### src/rtl/vmcmp_pkg.sv
package vmcmp_pkg;

  typedef enum logic [1:0] {
    OP_EQ    = 2'd0,
    OP_NE    = 2'd1,
    OP_LTU   = 2'd2,
    OP_CARRY = 2'd3
  } cmp_op_e;

  typedef enum logic [1:0] {
    ST_IDLE = 2'd0,
    ST_RUN  = 2'd1,
    ST_FIN  = 2'd2
  } seq_state_e;

endpackage

### src/rtl/vmcmp_rst_sync.sv
module vmcmp_rst_sync (
  input  logic clk,
  input  logic rst_n,
  output logic rst_sync_n
);
  logic meta_q;
  logic hold_q;

  always_ff @(posedge clk or negedge rst_n) begin
    if (!rst_n) begin
      meta_q <= 1'b0;
      hold_q <= 1'b0;
    end else begin
      meta_q <= 1'b1;
      hold_q <= meta_q;
    end
  end

  assign rst_sync_n = hold_q;
endmodule

### src/rtl/vmcmp_elem_op.sv
module vmcmp_elem_op
  import vmcmp_pkg::*;
#(
  parameter int ELEN = 8
) (
  input  cmp_op_e           op,
  input  logic [ELEN-1:0]   opa,
  input  logic [ELEN-1:0]   opb,
  input  logic              cin,
  output logic              res
);
  localparam int SW = ELEN + 1;

  logic [SW-1:0] sum;

  always_comb begin
    sum = {1'b0, opa} + {1'b0, opb} + SW'(cin);
    unique case (op)
      OP_EQ:    res = (opa == opb);
      OP_NE:    res = (opa != opb);
      OP_LTU:   res = (opa < opb);
      OP_CARRY: res = sum[SW-1];
      default:  res = 1'b0;
    endcase
  end
endmodule

### src/rtl/vmcmp_mask_reg.sv
module vmcmp_mask_reg #(
  parameter int W = 32,
  localparam int IW = (W > 1) ? $clog2(W) : 1
) (
  input  logic          clk,
  input  logic          rst_n,
  input  logic          load,
  input  logic [W-1:0]  load_val,
  input  logic          wr_en,
  input  logic [IW-1:0] wr_idx,
  input  logic          wr_bit,
  output logic [W-1:0]  q
);
  logic [W-1:0] bit_d;
  logic [W-1:0] bit_en;

  for (genvar g = 0; g < W; g++) begin : g_bit
    always_comb begin
      bit_en[g] = load | (wr_en && (wr_idx == IW'(g)));
      bit_d[g]  = load ? load_val[g] : wr_bit;
    end

    always_ff @(posedge clk or negedge rst_n) begin
      if (!rst_n) begin
        q[g] <= 1'b0;
      end else if (bit_en[g]) begin
        q[g] <= bit_d[g];
      end
    end
  end

  // A single-element write must leave every other bit alone
  AST_ONE_BIT_WRITE: assert property (@(posedge clk) disable iff (!rst_n)
    (wr_en && !load) |=> ($countones(q ^ $past(q)) <= 1));
endmodule

### src/rtl/vmcmp_seq.sv
module vmcmp_seq
  import vmcmp_pkg::*;
#(
  parameter int MAX_VL = 32,
  localparam int LW = $clog2(MAX_VL + 1)
) (
  input  logic          clk,
  input  logic          rst_n,
  input  logic          start,
  input  logic          exc,
  input  logic [LW-1:0] vstart,
  input  logic [LW-1:0] vl,
  output logic          accept,
  output logic          busy,
  output logic          done,
  output logic          clr,
  output logic          elem_valid,
  output logic [LW-1:0] idx
);
  localparam logic [LW-1:0] VL_CAP = LW'(MAX_VL);

  seq_state_e    state_q, state_d;
  logic [LW-1:0] idx_q, idx_d;
  logic [LW-1:0] last_q, last_d;
  logic [LW-1:0] first_q, first_d;
  logic          exc_q, exc_d;
  logic [LW-1:0] vl_eff;
  logic          empty;

  always_comb begin
    vl_eff = (vl > VL_CAP) ? VL_CAP : vl;
    empty  = (vstart >= vl_eff);
    accept = start && (state_q == ST_IDLE);
  end

  always_comb begin
    state_d = state_q;
    idx_d   = idx_q;
    last_d  = last_q;
    first_d = first_q;
    exc_d   = exc_q;
    unique case (state_q)
      ST_IDLE: begin
        if (accept) begin
          exc_d   = exc;
          idx_d   = vstart;
          first_d = vstart;
          last_d  = vl_eff - LW'(1);
          state_d = (exc || empty) ? ST_FIN : ST_RUN;
        end
      end
      ST_RUN: begin
        if (idx_q == last_q) begin
          state_d = ST_FIN;
        end else begin
          idx_d = idx_q + LW'(1);
        end
      end
      ST_FIN:  state_d = ST_IDLE;
      default: state_d = ST_IDLE;
    endcase
  end

  always_ff @(posedge clk or negedge rst_n) begin
    if (!rst_n) begin
      state_q <= ST_IDLE;
      idx_q   <= '0;
      last_q  <= '0;
      first_q <= '0;
      exc_q   <= 1'b0;
    end else begin
      state_q <= state_d;
      idx_q   <= idx_d;
      last_q  <= last_d;
      first_q <= first_d;
      exc_q   <= exc_d;
    end
  end

  always_comb begin
    busy       = (state_q != ST_IDLE);
    done       = (state_q == ST_FIN);
    clr        = (state_q == ST_FIN) && !exc_q;
    elem_valid = (state_q == ST_RUN);
    idx        = idx_q;
  end

  AST_DONE_SINGLE: assert property (@(posedge clk) disable iff (!rst_n)
    done |=> !done);

  AST_BUSY_NEEDS_START: assert property (@(posedge clk) disable iff (!rst_n)
    $rose(busy) |-> $past(start));

  AST_EXC_NO_ELEMENTS: assert property (@(posedge clk) disable iff (!rst_n)
    (accept && exc) |=> (done && !elem_valid && !clr));

  AST_IDX_IN_WINDOW: assert property (@(posedge clk) disable iff (!rst_n)
    elem_valid |-> ((idx_q >= first_q) && (idx_q < VL_CAP) && (idx_q <= last_q)));

  AST_FIN_TO_IDLE: assert property (@(posedge clk) disable iff (!rst_n)
    done |=> !busy);
endmodule

### src/rtl/vmask_cmp_unit.sv
module vmask_cmp_unit
  import vmcmp_pkg::*;
#(
  parameter int ELEN   = 8,
  parameter int MAX_VL = 32,
  localparam int LW = $clog2(MAX_VL + 1),
  localparam int IW = (MAX_VL > 1) ? $clog2(MAX_VL) : 1
) (
  input  logic              clk,
  input  logic              rst_n,
  input  logic              start,
  input  logic [1:0]        op_sel,
  input  logic              set_mode,
  input  logic              scalar_sel,
  input  logic              vm,
  input  logic [LW-1:0]     vstart,
  input  logic [LW-1:0]     vl,
  input  logic              exc_pending,
  input  logic [MAX_VL-1:0] mask_in,
  input  logic [MAX_VL-1:0] dest_in,
  input  logic [ELEN-1:0]   scalar_val,
  input  logic [ELEN-1:0]   vs2_data,
  input  logic [ELEN-1:0]   vs1_data,
  output logic [IW-1:0]     elem_idx,
  output logic              elem_valid,
  output logic [MAX_VL-1:0] dest_out,
  output logic              busy,
  output logic              done,
  output logic              vstart_clr
);
  logic              rst_sync_n;
  logic              accept;
  logic [LW-1:0]     seq_idx;

  cmp_op_e           op_q;
  logic              set_q, scal_q, vm_q;
  logic [MAX_VL-1:0] mask_q;
  logic [ELEN-1:0]   scalar_q;

  logic              mask_bit;
  logic              eff_mask;
  logic              wr_en;
  logic              res_bit;
  logic [ELEN-1:0]   opb;

  vmcmp_rst_sync u_rst (
    .clk        (clk),
    .rst_n      (rst_n),
    .rst_sync_n (rst_sync_n)
  );

  vmcmp_seq #(.MAX_VL(MAX_VL)) u_seq (
    .clk        (clk),
    .rst_n      (rst_sync_n),
    .start      (start),
    .exc        (exc_pending),
    .vstart     (vstart),
    .vl         (vl),
    .accept     (accept),
    .busy       (busy),
    .done       (done),
    .clr        (vstart_clr),
    .elem_valid (elem_valid),
    .idx        (seq_idx)
  );

  // Configuration captured on an accepted start
  always_ff @(posedge clk or negedge rst_sync_n) begin
    if (!rst_sync_n) begin
      op_q     <= OP_EQ;
      set_q    <= 1'b0;
      scal_q   <= 1'b0;
      vm_q     <= 1'b0;
      mask_q   <= '0;
      scalar_q <= '0;
    end else if (accept) begin
      op_q     <= cmp_op_e'(op_sel);
      set_q    <= set_mode;
      scal_q   <= scalar_sel;
      vm_q     <= vm;
      mask_q   <= mask_in;
      scalar_q <= scalar_val;
    end
  end

  always_comb begin
    elem_idx = seq_idx[IW-1:0];
    mask_bit = mask_q[elem_idx];
    eff_mask = !vm_q && mask_bit;
    wr_en    = elem_valid && (set_q || vm_q || mask_bit);
    opb      = scal_q ? scalar_q : vs1_data;
  end

  vmcmp_elem_op #(.ELEN(ELEN)) u_op (
    .op  (op_q),
    .opa (vs2_data),
    .opb (opb),
    .cin (eff_mask),
    .res (res_bit)
  );

  vmcmp_mask_reg #(.W(MAX_VL)) u_dst (
    .clk      (clk),
    .rst_n    (rst_sync_n),
    .load     (accept),
    .load_val (dest_in),
    .wr_en    (wr_en),
    .wr_idx   (elem_idx),
    .wr_bit   (res_bit),
    .q        (dest_out)
  );

  AST_SKIP_KEEPS_BIT: assert property (@(posedge clk) disable iff (!rst_sync_n)
    (elem_valid && !set_q && !vm_q && !mask_bit)
      |=> (dest_out[$past(elem_idx)] == $past(dest_out[elem_idx])));

  AST_IDLE_HOLDS_DEST: assert property (@(posedge clk) disable iff (!rst_sync_n)
    (!busy && !start) |=> $stable(dest_out));

  AST_CONFIG_FROZEN: assert property (@(posedge clk) disable iff (!rst_sync_n)
    (busy && $past(busy)) |-> ($stable(op_q) && $stable(mask_q)));
endmodule

### config.mk
export PLATFORM = sky130hd
export DESIGN_NAME = vmask_cmp_unit
export DESIGN_NICKNAME = d
export VERILOG_FILES = /design/src/rtl/vmcmp_pkg.sv /design/src/rtl/vmcmp_rst_sync.sv /design/src/rtl/vmcmp_elem_op.sv /design/src/rtl/vmcmp_mask_reg.sv /design/src/rtl/vmcmp_seq.sv /design/src/rtl/vmask_cmp_unit.sv
export SDC_FILE = /design/constraint.sdc
export NUM_CORES = 1
export LEC_CHECK = 0
export ABC_AREA = 1
export ABC_CLOCK_PERIOD_IN_PS = 3710
export BUFFER_PORTS_ARGS = -buffer_cell sky130_fd_sc_hd__clkbuf_2
export CAP_MARGIN = 20
export CORE_UTILIZATION = 54
export DETAILED_ROUTE_END_ITERATION = 10
export GPL_TIMING_DRIVEN = 0
export MAX_ROUTING_LAYER = met4
export PLACE_DENSITY = 0.81
export REMOVE_ABC_BUFFERS = 1
export SYNTH_ARGS = -nofsm -noshare
export SYNTH_HDL_FRONTEND = slang
export SYNTH_SLANG_ARGS = --single-unit
### constraint.sdc
create_clock -name clk -period 3.71 [get_ports clk]
set_clock_uncertainty 0.2 [all_clocks]
set_input_delay 0.1855 -clock clk [delete_from_list [all_inputs] [get_ports clk]]
set_output_delay 0.1855 -clock clk [all_outputs]
set_load 0.005 [all_outputs]
==> results.md, run 1 <==
- Core area: 10500 um2
- Peak VDD IR: 0.000481 V
- Die X: 107 um
- Via density: 5.30
- Tcrit/Tclk final: 87.0%
- Vias in the first global route: 6006
- IO buf count: 149
- Crit path max fanout: 32
- Post-Syn Instances: 794
- Largest net degree at the start of global routing: 64
- Synth top area share: 39.7%
- RSZ-0062 raised after global routing: no
- # DRC: 0
- Post-synth ARST share: 100%
- Initial Util: 56.6%
- Count of pins over their slew limit: 0
- Count leader, synth: nand2_1
- Flops & latches, synth: 94
- Headroom to the max-slew limit: 27.3%
- Die area: 11400 um2
- Fmax: 310 MHz
- CP startpoint kind: flip-flop
- Setup bufs post-CTS: 0
- Clk pin slew, worst setup/hold paths: 0.11 ns
- Root Buffer: clkbuf_8
- Average size of a mapped cell: 7.46 um2
- Most common flop cell mapped by yosys: dfrtp_1
- EDFF count, synth: 0
- Max Cap Violations: 0
- Mapped Area: 5920 um2
- Final setup viols: 0
- Minimum setup slack after placement: 0.451 ns
- # placed instances: 1035
- Total wire length: 16700 um
- Initial antenna violation count: 0
- Core Util, Final: 74.3%
- Clk_lat worst skew: 0.38 ns
- Deepest clock path buffer count: 2
- Status: completed
- Hold_ws: 0.0315 ns
- Ports: 150
- # nets final: 1135
- Post-Layout Cell Count: 1138
- Top post-synthesis cells by area: dfrtp_1 (40%), nand2_1 (12%), inv_1 (7.4%)
- Cell area after layout: 7770 um2
- CTS sink count: 94
- Leakage: 4.28 nW
- Global-route wire length before repair: 27400 um
- Critical Path End Type: flip-flop
- Post-route ant nets: 0
- Power Dens Cells: 698 nW/um2
- Core Rows: 37
- WP data required: 3.80 ns
- N_diodes: 0
- Post-synthesis sequential area ratio: 39.7%
- Number of detailed-route iterations in the first pass: 5
- Detail Placement HPWL: 10000 um
- Final Worst Setup Slack: 0.484 ns
- Tmin final: 3.23 ns
- CTS Buf Count: 9
- Fill count: 771
- Placed cell area: 6690 um2
- Synth top cells by count: nand2_1 (197), inv_1 (117), dfrtp_1 (94)
- Worst Path Arrival: 3.32 ns
- Leading area contributor after synthesis: dfrtp_1
- Synth-to-layout area growth: 31.2%
- Wirelength per Cell: 14.7 um
- Worst min-delay path class: in2reg
- Max H-tree Level: 3
- Final hold vios: 0
- Fraction of layout instances using a drive strength above 1: 21.4%
- Grt ovf: 0
- Synth cell types: 37
- CTS tree: built
- Vias: 6035
- Slew @ Worst Pin: 1.09 ns
- Global-route usage over all layers: 31.4%
- Gp weighted congestion: 0.814
- Die height: 107 um
- Number of DRC markers in iteration 0: 412
- Setup CP Type: reg2reg
- Synth warn: 0
logic make-up (layout without fill, tap and decap cells):
kind of cell / count (synthesis) / in the layout / share of synthesized area (%)
AND/OR/NAND/NOR: 376 / 376 / 30.0
buffers and inverters: 178 / 386 / 13.0
AO/OA/AOI/OAI: 110 / 110 / 10.2
flip-flops: 94 / 94 / 39.7
adder cells (fa/ha/maj): 29 / 29 / 6.13
XOR/XNOR: 5 / 5 / 0.740
other: 1 / 1 / 0.0633
multiplexers: 1 / 1 / 0.190
registers in the layout (all words and copies together), names as in the netlist, 2 cells and up:
signal,count
scalar_q,8
u_seq.idx,6
u_seq.state_q,2
op_q,2
mask_q,32
u_seq.last_q,6
u_dst.q,32
through the flow:
stage | total power [mW] | setup TNS (ns)
6_report | 5.43 | 0
3_5_place_dp | 4.59 | 0
4_1_cts | 5.36 | 0
3_3_place_gp | 4.46 | -505.58
2_1_floorplan | 3.63 | -177.54
5_1_grt | 5.89 | 0
layer usage:
| metal | track usage [%] | share of wire [%] | vias to the layer above |
|---|---|---|---|
| met1 | 38.0 | 42 | 2805 |
| met5 | - | 0 | - |
| met2 | 53.8 | 50 | 257 |
| li1 | - | - | 2924 |
| met4 | 11.5 | 2.5 | 0 |
| met3 | 4.07 | 6.0 | 49 |
final cells by class:
cell class / count / area [um2] / area share, %
Timing Repair Buffer: 240 / 1710 / 22.0
Clock inverter: 7 / 86.3 / 1.11
Clock buffer: 9 / 124 / 1.59
Sequential cell: 94 / 2360 / 30.3
Multi-Input combinational cell: 522 / 2830 / 36.4
Inverter: 130 / 490 / 6.31
Tap cell: 136 / 170 / 2.19
final timing paths:
kind	to	startpoint	slack [ns]	depth (start not counted)
worst max-delay path	u_dst.q[15]$_DFFE_PN0P_	u_seq.idx[0]$_DFFE_PN0P_	0.48	20
worst min-delay path	u_seq.last_q[3]$_DFFE_PN0P_	vl[3]	0.03	5
worst max register to register	u_dst.q[15]$_DFFE_PN0P_	u_seq.idx[0]$_DFFE_PN0P_	0.48	20
worst min register to register	u_dst.q[23]$_DFFE_PN0P_	u_rst.rst_sync_n$_DFF_PN0_	0.13	0
max in group asynchronous	u_seq.idx[4]$_DFFE_PN0P_	u_rst.rst_sync_n$_DFF_PN0_	2.51	1
min in group asynchronous	u_dst.q[23]$_DFFE_PN0P_	u_rst.rst_sync_n$_DFF_PN0_	0.13	0
critical path, cell delays in order (launching register included):
cell and delay, ns:
dfrtp_1 0.92, inv_4 0.25, nand2_1 0.14, nand3_1 0.09, nand2_1 0.10, nand2_1 0.05, nand2_1 0.07, nor2_1 0.05
nand2_2 0.08, nand3_1 0.08, nand2_1 0.08, nand2_1 0.06, nand2_1 0.06, nand2_1 0.05, nand2_1 0.05, nand2_1 0.05
nand2_1 0.07, nand2_2 0.06, nand2_4 0.40, nand3_2 0.12, nand2_1 0.11
cell usage in the layout (no fill, tap or decap), types with 3 or more instances in the layout:
master / instances
a21oi_1: 39
clkbuf_8: 9
nand3_1: 54
nand2_2: 3
clkinv_1: 11
nor3_1: 4
xnor2_1: 3
clkbuf_2: 149
o211ai_1: 3
nor2_1: 49
o21ai_1: 3
a31oi_1: 3
o21a_1: 3
nand4_1: 32
inv_1: 117
ha_1: 29
o21ai_0: 51
dlygate4sd3_1: 87
clkinv_8: 3
nand2_1: 197
dfrtp_1: 92
nand3_2: 30
a21boi_0: 3
timing repair:
| item | in CTS | in global routing |
|---|---|---|
| hold buffers | 87 | 0 |
| endpoints found under the setup margin | 0 | 1 |
| gates resized for setup | 0 | 1 |
| endpoints found under the hold margin | 89 | 0 |
report_power, final:
group / switching, mW / leakage, nW / internal (mW)
combinational: 1.80 / 3.02 / 1.02
sequential: 0.401 / 1.15 / 1.50
clock: 0.434 / 0.105 / 0.272
total: 2.64 / 4.28 / 2.79
(Power assumes the default switching activity.)
==> run 2: changes to the inputs <==
BUFFER_PORTS_ARGS = default   (was -buffer_cell sky130_fd_sc_hd__clkbuf_2)
CORE_UTILIZATION = 46   (was 54)
DONT_BUFFER_PORTS = 1   (was default)
PLACE_DENSITY = default   (was 0.81)
==> run 2 against run 1 <==
Global-route usage shrank 6.6 points. First-iteration DRC count shrank 13%. Sequential power grew 3%. Power shrank 0.25%. Cell area shrank 7.1%. Clock power grew 35%. Wire length shrank 6.4%. Via count shrank 13%. Maximum frequency grew 0.23%. Sequential share of layout area grew 2.3 points. Die area grew 17%. Critical endpoint is now u_dst.q[25]$_DFFE_PN0P_. Largest power group unchanged.
==> results.md, run 2 (synthesis results as in run 1) <==
- Power Dens Cells: 749 nW/um2 (+7.3%)
- Worst path slowest cell: dfrtp_1
- Number of DRC markers in iteration 0: 360 (-13%)
- Count of pins over their slew limit: 0 (unchanged)
- # nets final: 991 (-13%)
- Final setup viols: 0 (unchanged)
- Largest net degree at the start of global routing: 64 (unchanged)
- CP startpoint kind: flip-flop
- Root Buffer: clkbuf_16
- Fmax: 311 MHz (+0.23%)
- Via density: 5.12 (-3.5%)
- # DRC: 0 (unchanged)
- Hold_ws: 0.0444 ns (+0.0129 ns)
- Power Total: 5.41 mW (-0.25%)
- Setup bufs post-CTS: 0 (unchanged)
- CTS tree: built
- Worst Path Arrival: 3.25 ns (-0.07 ns)
- Clk pin slew, worst setup/hold paths: 0.07 ns (-0.04 ns)
- Number of detailed-route iterations in the first pass: 5 (unchanged)
- Crit path capture: u_dst.q[25]$_DFFE_PN0P_
- Wirelength per Cell: 15.2 um (+3.4%)
- Die height: 115 um (+8.2%)
- Core area: 12600 um2 (+20%)
- Most frequent CP cell: nand2_1
- Tmin final: 3.22 ns (-0.00740 ns)
- Max H-tree Level: 3 (unchanged)
- Initial antenna violation count: 0 (unchanged)
- Fill count: 1198 (+55%)
- Die X: 115 um (+8.2%)
- Initial Util: 47.1% (-9.5 points)
- N_diodes: 0 (unchanged)
- Register area: 2360 um2 (unchanged)
- Worst-path cell chain: inv_4 > nand2_1 > nand3_1 > nand3_1 > nand2_1 > nor2_1 > nand2_2 > nand3_1 > nand2_1 > nand2_1 > nand2_1 > nand2_1 > nand2_1 > nand2_1 > nand2_1 > nand2_2 > nand2_4 > nand3_1 > nand2_1
- Crit path max fanout: 32 (unchanged)
- Deepest clock path buffer count: 2 (unchanged)
- Vias in the first global route: 5172 (-14%)
- Die area: 13300 um2 (+17%)
- Core Rows: 41 (+11%)
- Peak VDD IR: 0.000533 V (+11%)
- Global-route usage over all layers: 24.8% (-6.6 points)
- CTS sink count: 94 (unchanged)
- Post-route ant nets: 0 (unchanged)
- Tcrit/Tclk final: 86.8% (-0.20 points)
- RSZ-0062 raised after global routing: no
- Status: completed
- Slew @ Worst Pin: 0.960 ns (-0.131 ns)
- Most frequent cells in the layout: nand2_1 (197), inv_1 (117), dfrtp_1 (92)
- R2r endpoint: u_dst.q[25]$_DFFE_PN0P_
- Leakage: 3.72 nW (-13%)
- Area of the multi-input gates: 2830 um2 (unchanged)
- Setup CP Type: reg2reg
- Reg2reg setup slack: 0.49 ns (about the same)
- Critical Path End Type: flip-flop
- Length in cells of the worst reg-to-reg path: 19 (-5.0%)
- Fraction of layout instances using a drive strength above 1: 7.46% (-14 points)
- Largest registers: mask_q: 32 flops, u_dst.q: 32 flops, scalar_q: 8 flops
- Synth-to-layout area growth: 22.0%
- Clk_lat worst skew: 0.34 ns (-0.04 ns)
- Core Util, Final: 57.5% (-17 points)
- Grt ovf: 0 (unchanged)
- IO buf count: 0 (-100%)
- Worst min-delay path class: in2reg
- Final hold vios: 0 (unchanged)
- Critical Path Max Stage Delay: 0.97 ns (+0.05 ns)
- Global-route wire length before repair: 25000 um (-8.8%)
- CTS Buf Count: 9 (unchanged)
- Reg2reg start: u_seq.idx[0]$_DFFE_PN0P_
- Most common cell after layout, fill and taps aside: nand2_1
- Gp weighted congestion: 0.804 (-1.2%)
- Total wire length: 15600 um (-6.4%)
- Vias: 5270 (-13%)
- Headroom to the max-slew limit: 35.9% (+8.6 points)
- Ports: 150 (unchanged)
- Detail Placement HPWL: 10100 um (+1.3%)
- Crit. Startpoint: u_seq.idx[0]$_DFFE_PN0P_
- Max Cap Violations: 0 (unchanged)
- WP data required: 3.74 ns (-0.06 ns)
[run 2: cell count changes in the layout (fill, tap and decap cells not counted)]
| cell | before | now |
|---|---|---|
| clkbuf_2 | 149 | 0 |
| clkbuf_16 | 0 | 9 |
| clkbuf_8 | 9 | 2 |
| dlygate4sd3_1 | 87 | 91 |
| clkinv_8 | 3 | 0 |
| clkbuf_1 | 0 | 2 |
| inv_6 | 2 | 0 |
| buf_12 | 2 | 3 |
| bufinv_16 | 0 | 1 |
| clkinv_2 | 0 | 1 |
| clkinv_4 | 1 | 0 |
| clkinvlp_4 | 0 | 1 |
| inv_8 | 1 | 0 |
[run 2: worst max-delay path, delay by kind of cell (launching register included)]
kind	cells	cell delay, ns
buf+inv	1	0.26
simple gates	18	1.69
flops	1	0.97
[run 2: area by class of cell]
cell class / count / share of cell area [%]
multi-input combinational: 522 / 39.2
clock inverter: 3 / 0.589
timing repair buffer: 96 / 14.2
sequential: 94 / 32.6
clock buffer: 13 / 3.60
inverter: 130 / 6.79
tap: 172 / 2.98
[run 2: how the worst min path moves through the flow]
stage	cells after the start	start	endpoint	slack, ns
finish	3	vl[1]	u_seq.last_q[1]$_DFFE_PN0P_	0.04
global route	3	vl[1]	u_seq.last_q[1]$_DFFE_PN0P_	0.07
CTS	4	vstart[4]	u_seq.state_q[0]$_DFFE_PN0P_	0.03
detailed placement	0	rst_n	u_rst.meta_q$_DFF_PN0_	-0.31
global placement	0	rst_n	u_rst.meta_q$_DFF_PN0_	-0.31
floorplan	0	rst_n	u_rst.meta_q$_DFF_PN0_	-0.31
[run 2: metal layers]
layer,GRT usage [%],up-vias,part of all wire (%)
met5,-,-,0
met4,7.79,0,1.4
met3,4.71,20,6.0
met2,40.4,152,48
met1,31.2,2465,45
li1,-,2633,-
[run 2: what timing repair did]
item | in CTS | in global routing
resized for setup | 0 | 1
setup endpoints to repair | 0 | 25
hold endpoints to repair | 94 | 0
hold buffers | 91 | 0
[run 2: report_power, final]
group          switching (mW)  internal [mW]  total, mW
registers               0.457           1.51       1.96
logic                    1.63          0.863       2.50
clock network           0.395          0.559      0.954
total                    2.49           2.93       5.41
[run 2: metrics by stage]
step	setup WS, ns	cell area, um2	setup TNS (ns)	instances
3_3_place_gp	-7.54	5860	-505.85	918
5_1_grt	0.113	7220	0	1030
3_5_place_dp	0.316	5990	0	922
4_1_cts	0.291	7200	0	1029
6_report	0.491	7220	0	1030
2_1_floorplan	-3.13	5650	-177.54	746
==> run 3: changes to the inputs <==
CORE_UTILIZATION = 64   (was 46)
PLACE_DENSITY = 0.8   (was default)
==> run 3 against run 2 <==
The run now ends with design-rule violations left. Core utilization is 22 points higher. Die area is 28% lower. Highest routed layer unchanged. Critical path type unchanged. Maximum frequency is 4.9% lower. Cell area is 2.6% lower. Flip-flop and latch count stayed put. Power is 4.0% lower. Clock power is 24% lower. First-iteration DRC count is 9.7% higher. Global-route usage is 11 points higher. Wire length is 1.2% higher. Via count is 4.4% higher.
==> results.md, run 3 (synthesis results as in run 1) <==
- Initial antenna violation count: 0 (unchanged)
- Grt ovf: 0 (unchanged)
- Final Worst Setup Slack: 0.326 ns (-0.166 ns)
- Max Cap Violations: 0 (unchanged)
- Reg2reg start: u_seq.idx[4]$_DFFE_PN0P_
- Total wire length: 15800 um (+1.2%)
- CTS sink count: 94 (unchanged)
- Largest net degree at the start of global routing: 64 (unchanged)
- Number of detailed-route iterations in the first pass: 9 (+4)
- CP startpoint kind: flip-flop
- # placed instances: 858 (-6.9%)
- Core Util, Final: 79.5% (+22 points)
- Worst Path Arrival: 3.42 ns (+0.17 ns)
- Clk_lat worst skew: 0.36 ns (+0.02 ns)
- Area of the multi-input gates: 2830 um2 (unchanged)
- Detail Placement HPWL: 9490 um (-6.4%)
- Ports: 150 (unchanged)
- Worst min-delay path class: in2reg
- Core area: 8850 um2 (-30%)
- Post-Layout Cell Count: 967 (-6.1%)
- Deepest clock path buffer count: 2 (unchanged)
- Minimum setup slack after placement: 0.390 ns (+0.0742 ns)
- Fill count: 597 (-50%)
- Gp weighted congestion: 0.823 (+2.4%)
- Critical Path End Type: flip-flop
- # nets final: 992 (+0.10%)
- Vias: 5503 (+4.4%)
- Failing checks: design-rule violations
- Setup bufs post-CTS: 0 (unchanged)
- Final setup viols: 0 (unchanged)
- Via density: 5.69 (+11%)
- Count of pins over their slew limit: 0 (unchanged)
- Die area: 9640 um2 (-28%)
- Final hold vios: 0 (unchanged)
- CTS Buf Count: 9 (unchanged)
- Hold path start: start
- Headroom to the max-slew limit: 28.1% (-7.8 points)
- Crit path max fanout: 32 (unchanged)
- RSZ-0062 raised after global routing: no
- Initial Util: 66.9% (+20 points)
- Number of DRC markers in iteration 0: 395 (+9.7%)
- # DRC: 10 (+10)
- Global-route wire length before repair: 26600 um (+6.2%)
- Wirelength per Cell: 16.3 um (+7.8%)
- CTS tree: built
- Vias in the first global route: 5716 (+11%)
- WP data required: 3.75 ns (about the same)
- N_diodes: 0 (unchanged)
- Root Buffer: clkbuf_8
- Post-route ant nets: 0 (unchanged)
- Core Rows: 34 (-17%)
- Most common cell after layout, fill and taps aside: nand2_1
- Die X: 98.2 um (-15%)
- Clk pin slew, worst setup/hold paths: 0.09 ns (+0.02 ns)
- Slew @ Worst Pin: 1.08 ns (+0.117 ns)
- Fraction of layout instances using a drive strength above 1: 7.45% (-0.0087 points)
- Setup CP Type: reg2reg
- Tcrit/Tclk final: 91.2% (+4.5 points)
- Register area: 2360 um2 (about the same)
- Status: finished with violations
- Synth-to-layout area growth: 18.8%
- Tmin final: 3.38 ns (+0.166 ns)
- IO buf count: 0 (unchanged)
- Most frequent cells in the layout: nand2_1 (197), inv_1 (117), dlygate4sd3_1 (93), dfrtp_1 (93), nand3_1 (54)
- Power Total: 5.20 mW (-4.0%)
- Leakage: 3.67 nW (-1.4%)
- Fmax: 295 MHz (-4.9%)
- Peak VDD IR: 0.000409 V (-23%)
- Max H-tree Level: 3 (unchanged)
- Die height: 98.2 um (-15%)
- Power Dens Cells: 739 nW/um2 (-1.4%)
- Crit. Startpoint: u_seq.idx[4]$_DFFE_PN0P_
- Largest registers: mask_q: 32 flops, u_dst.q: 32 flops, scalar_q: 8 flops
- Global-route usage over all layers: 35.5% (+11 points)
-- run 3: worst paths after layout --
kind,endpoint,slack (ns),cells after the start
max,u_dst.q[27]$_DFFE_PN0P_,0.33,15
min,mask_q[10]$_DFFE_PN0P_,0.02,4
max reg2reg,u_dst.q[27]$_DFFE_PN0P_,0.33,15
min reg2reg,u_rst.rst_sync_n$_DFF_PN0_,0.17,0
max in group asynchronous,mask_q[12]$_DFFE_PN0P_,2.44,1
min in group asynchronous,u_dst.q[23]$_DFFE_PN0P_,0.19,0
-- run 3: area by class of cell --
| type | instances | share of cell area [%] |
|---|---|---|
| clock buffer | 10 | 1.96 |
| clock inverter | 6 | 0.960 |
| inverter | 130 | 6.97 |
| multi-input combinational | 522 | 40.2 |
| sequential | 94 | 33.5 |
| tap | 108 | 1.92 |
| timing repair buffer | 97 | 14.5 |
-- run 3: power breakdown --
| part | switching [mW] | total [mW] | internal [mW] |
|---|---|---|---|
| Sequential | 0.463 | 1.97 | 1.50 |
| Clock | 0.387 | 0.722 | 0.334 |
| Combinational | 1.67 | 2.51 | 0.847 |
| Total | 2.52 | 5.20 | 2.68 |
-- run 3: repair_timing --
item | 4_1_cts | 5_1_grt
hold buffers | 93 | 0
hold endpoints to repair | 94 | 0
resized for setup | 0 | 0
-- run 3: worst max-delay path: stages (launching register included) --
cell	delay [ns]
dfrtp_1	0.91
inv_1	0.59
a21oi_1	0.34
nand2_2	0.10
nand3_1	0.09
nand2_1	0.05
nand2_1	0.06
nand2_1	0.05
nand2_1	0.06
nand2_1	0.05
nand2_1	0.06
nand2_1	0.06
nand2_2	0.09
nand2_4	0.29
nand3_2	0.17
nand2_1	0.07
-- run 3: routing by layer --
metal	track usage [%]	part of all wire (%)	wire, um	up-vias
met4	11.9	2.2	354	0
met3	8.30	7.3	1160	47
met2	62.1	52	8150	238
li1	-	-	-	2636
met5	-	0	0	-
met1	40.0	39	6150	2582
-- run 3: stage by stage --
stage / setup TNS [ns] / area [um2] / hold WS [ns]
6_report: 0 / 7040 / 0.0225
5_1_grt: 0 / 7040 / 0.0423
4_1_cts: 0 / 7040 / 0.00407
3_5_place_dp: 0 / 5900 / -0.310
3_3_place_gp: -453.30 / 5780 / -0.310
2_1_floorplan: -177.54 / 5650 / -0.310
